### src/rtl/le_pkg.sv
package le_pkg;
  localparam int LUT_INPUTS = 4;

  typedef enum logic {
    OUT_COMB = 1'b0,
    OUT_REG  = 1'b1
  } out_mode_e;
endpackage

### src/rtl/cfg_chain.sv
module cfg_chain #(
  parameter int WIDTH = 17
) (
  input  logic             clk,
  input  logic             rst_n,
  input  logic             shift_en,
  input  logic             shift_in,
  output logic [WIDTH-1:0] bits
);
  always_ff @(posedge clk or negedge rst_n) begin
    if (!rst_n) bits <= '0;
    else if (shift_en) bits <= {bits[WIDTH-2:0], shift_in};
  end

  // newest bit lands at position 0, older bits move up one place
  assert_shift_entry_R3: assert property (@(posedge clk) disable iff (!rst_n)
    ($past(rst_n) && $past(shift_en)) |->
      (bits[0] == $past(shift_in) && bits[WIDTH-1:1] == $past(bits[WIDTH-2:0])));

  // configuration frozen without enable
  assert_cfg_hold_R4: assert property (@(posedge clk) disable iff (!rst_n)
    ($past(rst_n) && !$past(shift_en)) |-> $stable(bits));
endmodule

### src/rtl/lut_tree.sv
module lut_tree #(
  parameter int N_IN = 4
) (
  input  logic [(1<<N_IN)-1:0] cells,
  input  logic [N_IN-1:0]      sel,
  output logic                 y
);
  localparam int CELLS = 1 << N_IN;
  localparam int NODES = 2 * CELLS - 1;

  logic [NODES-1:0] node;

  assign node[CELLS-1:0] = cells;

  // level l holds CELLS>>l nodes starting at 2*CELLS - 2*(CELLS>>l)
  for (genvar l = 1; l <= N_IN; l++) begin : g_level
    localparam int BASE_PREV = 2 * CELLS - 2 * (CELLS >> (l - 1));
    localparam int BASE_CUR  = 2 * CELLS - 2 * (CELLS >> l);
    for (genvar j = 0; j < (CELLS >> l); j++) begin : g_node
      assign node[BASE_CUR + j] = sel[l-1] ? node[BASE_PREV + 2*j + 1]
                                           : node[BASE_PREV + 2*j];
    end
  end

  assign y = node[NODES-1];
endmodule

### src/rtl/le_ff.sv
module le_ff (
  input  logic clk,
  input  logic rst_n,
  input  logic hold,
  input  logic d,
  output logic q
);
  always_ff @(posedge clk or negedge rst_n) begin
    if (!rst_n) q <= 1'b0;
    else if (!hold) q <= d;
  end

  // no capture during configuration
  assert_ff_hold_R6: assert property (@(posedge clk) disable iff (!rst_n)
    ($past(rst_n) && $past(hold)) |-> $stable(q));

  // capture of the look-up result otherwise
  assert_ff_load_R5: assert property (@(posedge clk) disable iff (!rst_n)
    ($past(rst_n) && !$past(hold)) |-> (q == $past(d)));
endmodule

### src/rtl/lut_logic_element.sv
module lut_logic_element #(
  parameter int N_IN = le_pkg::LUT_INPUTS
) (
  input  logic            clk,
  input  logic            rst_n,
  input  logic            cfg_en,
  input  logic            cfg_din,
  input  logic [N_IN-1:0] data_in,
  output logic            elem_out
);
  import le_pkg::*;

  localparam int CELLS    = 1 << N_IN;
  localparam int CFG_BITS = CELLS + 1;

  logic [CFG_BITS-1:0] cfg_bits;
  logic [CELLS-1:0]    cells;
  out_mode_e           mode;
  logic                lut_y;
  logic                ff_q;

  cfg_chain #(.WIDTH(CFG_BITS)) u_chain (
    .clk      (clk),
    .rst_n    (rst_n),
    .shift_en (cfg_en),
    .shift_in (cfg_din),
    .bits     (cfg_bits)
  );

  assign cells = cfg_bits[CELLS-1:0];
  assign mode  = out_mode_e'(cfg_bits[CFG_BITS-1]);

  lut_tree #(.N_IN(N_IN)) u_tree (
    .cells (cells),
    .sel   (data_in),
    .y     (lut_y)
  );

  le_ff u_ff (
    .clk   (clk),
    .rst_n (rst_n),
    .hold  (cfg_en),
    .d     (lut_y),
    .q     (ff_q)
  );

  always_comb begin
    case (mode)
      OUT_REG: elem_out = ff_q;
      default: elem_out = lut_y;
    endcase
  end

  // tree output is the cell addressed by data_in
  assert_tree_index_R2: assert property (@(posedge clk) disable iff (!rst_n)
    lut_y == cells[data_in]);

  // registered mode shows the previous cycle's look-up result
  assert_reg_lag_R5: assert property (@(posedge clk) disable iff (!rst_n)
    ($past(rst_n) && !$past(cfg_en) && mode == OUT_REG) |-> (elem_out == $past(lut_y)));

  // while held in reset the output reads zero
  assert_reset_out_R7: assert property (@(posedge clk)
    ($past(!rst_n) && !rst_n) |-> (elem_out == 1'b0));
endmodule

### config.mk
export PLATFORM = sky130hd
export DESIGN_NAME = lut_logic_element
export DESIGN_NICKNAME = d
export VERILOG_FILES = /design/src/rtl/le_pkg.sv /design/src/rtl/cfg_chain.sv /design/src/rtl/lut_tree.sv /design/src/rtl/le_ff.sv /design/src/rtl/lut_logic_element.sv
export SDC_FILE = /design/constraint.sdc
export NUM_CORES = 1
export LEC_CHECK = 0
export BUFFER_PORTS_ARGS = -buffer_cell sky130_fd_sc_hd__buf_2
export CORE_AREA = 2 2 41 43
export DETAILED_ROUTE_END_ITERATION = 7
export DIE_AREA = 0 0 43 45
export PLACE_DENSITY = 0.73
export SYNTH_ARGS = -nofsm -noshare
export SYNTH_HDL_FRONTEND = slang
export SYNTH_SLANG_ARGS = --single-unit
### constraint.sdc
create_clock -name clk -period 3.6 [get_ports clk]
set_clock_uncertainty 0.2 [all_clocks]
set_input_delay 0.18 -clock clk [delete_from_list [all_inputs] [get_ports clk]]
set_output_delay 0.18 -clock clk [all_outputs]
set_load 0.005 [all_outputs]
==> Flow_metrics.wiki <==
{| class="wikitable"
! Metric !! Value
|-
| Number of resized instances in the post-cts repair step || 0
|-
| Sink Count || 18
|-
| List of most frequent post-synthesis cells || mux2_2 (22), dfrtp_1 (18), mux4_1 (2), o22ai_1 (2)
|-
| Final setup violation count || 0
|-
| Area share of the largest cell type after synthesis || 0.553
|-
| Total congestion overflow || 0
|-
| Number of violations reported at the end of detailed-routing iteration 0 || 1
|-
| Post-synthesis cell area || 815 sq um
|-
| Cell row count || 14
|-
| Unrepaired setup endpoints after global routing || no
|-
| Top_reg_cell synth || dfrtp_1
|-
| Area of the die || 0.00194 sq mm
|-
| Count of synthesis-stage warnings from yosys || 0
|-
| Antenna violations before repair || 0
|-
| CTS tree || yes
|-
| Number of enable-type register cells in the synthesized netlist || 0
|-
| Worst slew pin tran || 0.389 ns
|-
| Ys async rst share || 1.00
|-
| CP max FO || 3
|-
| Arrival time at the worst endpoint || 1.86 ns
|-
| Detailed-route DRC error count || 0
|-
| Critical path data required time || 3.22 ns
|-
| Number of CTS-inserted buffers || 3
|-
| Total of flip-flops plus latches after synthesis || 18
|-
| Outcome || finished, final reports clean
|-
| Final antenna-violating net count || 0
|-
| Fin crit period || 2.24 ns
|-
| Wire length of the first global-routing pass || 2220 um
|-
| Die Width || 43 um
|-
| Worst supply voltage drop on vdd || 0.295 mV
|-
| Pin count of the biggest net entering global routing || 19
|-
| Final routed wirelength across all metal layers || 1170 um
|-
| Final antenna diode count || 0
|-
| Kind of end point of the critical path || primary output
|-
| Worst min path class || in2async
|-
| Placeable core region || 0.00147 sq mm
|-
| Final number of max-transition violations || 0
|-
| Vertical extent of the die || 45 um
|-
| Final nets || 73
|-
| Final TNS setup || 0 ns
|-
| Area growth from synthesis to layout || 12.6%
|-
| Synth area leader || dfrtp_1
|-
| Highest achievable clock rate || 0.446 GHz
|-
| Total power consumption of the routed design || 599 uW
|-
| Maximum buffer depth of the clock tree || 2
|-
| Root Buffer || clkbuf_4
|-
| Vias in the first global route || 508
|-
| Unique masters post-synth || 13
|-
| Clock transition time at the flip-flop clock pins of the worst setup and hold paths || 0.10 ns
|-
| Power density over the cells || 653 mW/mm^2
|-
| Buffers added on ports || 8
|-
| Most common cell in the synthesized netlist || mux2_2
|-
| Kind of start point of the critical path || flop
|-
| Detail-routed net length per standard cell || 14.6 um
|-
| Initial core utilization || 0.554
|-
| Average footprint of a synthesized cell || 15.4 sq um
|-
| Count of max-cap constraint violations || 0
|-
| Synth top area cells || dfrtp_1 (55%), mux2_2 (30%), mux4_1 (6.5%)
|-
| Post-Syn Nets || 61
|-
| Worst-skew pair later-pin latency || 0.29 ns
|-
| Maximum level of the CTS H-tree || 1
|-
| Period Utilization, post-route || 0.623
|-
| Worst relative slew slack || 0.740
|-
| Post-route worst setup slack || 1.36 ns
|-
| Half-perimeter wire length after placement || 811 um
|-
| Routed vias || 463
|-
| First-pass DRT Iterations || 2
|-
| CP Class || reg2out
|-
| Number of ports placed on the die boundary || 9
|-
| Global-route usage over all layers || 0.162
|-
| Endpoints failing hold || 0
|-
| Worst setup slack after placement || 1.69 ns
|-
| Ratio of cells with drive above 1 in the final layout || 0.531
|-
| FILL cells || 130
|-
| Syn Inst Count || 53
|-
| Weighted congestion reported at the end of routability-driven placement || 0.745
|-
| Sequential area share after synthesis || 0.553
|-
| Ratio of routed vias to standard cells || 5.79
|-
| Leak pwr || 0.000401 uW
|}
-- area by class of cell --
cell class                      count  area [sq um]  area share
Sequential cell                    18           450       0.491
Clock buffer                        4          36.3      0.0396
Tap cell                           16          20.0      0.0218
Timing Repair Buffer               10          60.1      0.0655
Multi-Input combinational cell     32           350       0.382
-- cells by family (layout without fill, tap and decap cells) --
logic type,count (synthesis),after routing,share of synthesized area
and+or+nand+nor,3,3,0.0200
muxes,24,24,0.369
AOI/OAI and AO/OA,5,5,0.0415
DFF,18,18,0.553
buffers and inverters,3,14,0.0169
-- cells in the final DEF, fill, tap and decap left out, drive strengths merged --
cell         count
a211oi           1
buf              8
clkbuf           4
dfrtp           18
dlygate4sd3      2
mux2            22
mux4             2
nand2            1
nand2b           1
nor2b            1
o21ai            1
o22ai            2
o32ai            1
-- critical path, cell delays in order (launching register included) --
cell and delay [ns]:
dfrtp_1 0.40, mux4_1 0.49, o22ai_1 0.18, o32ai_1 0.11, mux2_2 0.27, buf_2 0.12
-- flip-flops by register name, indices dropped and copies added, names as in the netlist --
signal and cells:
u_ff.q 1, u_chain.bits 17
-- through the flow --
stage	hold slack (ns)	std cells	cell area (sq um)	util
detailed placement	-0.0690	74	861	0.585
global route	0.163	80	917	0.623
global placement	-0.0751	74	861	0.585
finish	0.133	80	917	0.623
CTS	0.143	80	917	0.623
floorplan	-0.316	53	815	-
-- final timing paths --
check	cells past startpoint	endpoint	slack (ns)	start
max	5	elem_out	1.36	u_chain.bits[12]
min	2	u_ff.q	0.13	rst_n
max reg2reg	4	u_ff.q	1.85	u_chain.bits[12]
min reg2reg	1	u_ff.q	0.31	u_ff.q
max in group asynchronous	2	u_chain.bits[0]	2.79	rst_n
min in group clk	3	u_ff.q	0.16	data_in[3]
-- routing by layer --
metal,vias up,GRT usage,share of wire
li1,222,-,-
met1,228,0.201,0.48
met2,9,0.255,0.45
met3,4,0.0280,0.040
met4,0,0.127,0.030
met5,-,0,0
-- power breakdown --
group	switching (uW)	leakage, uW	internal (uW)	total [uW]
Combinational	42.9	0.000165	104	147
Clock	59.2	0.0000210	61.6	121
Sequential	51.1	0.000215	280	331
-- what timing repair did --
item	4_1_cts	5_1_grt
hold endpoints to repair	19	0
hold buffers	2	0
setup endpoints to repair	0	0
setup buffers	0	0
(Power assumes the default switching activity.)
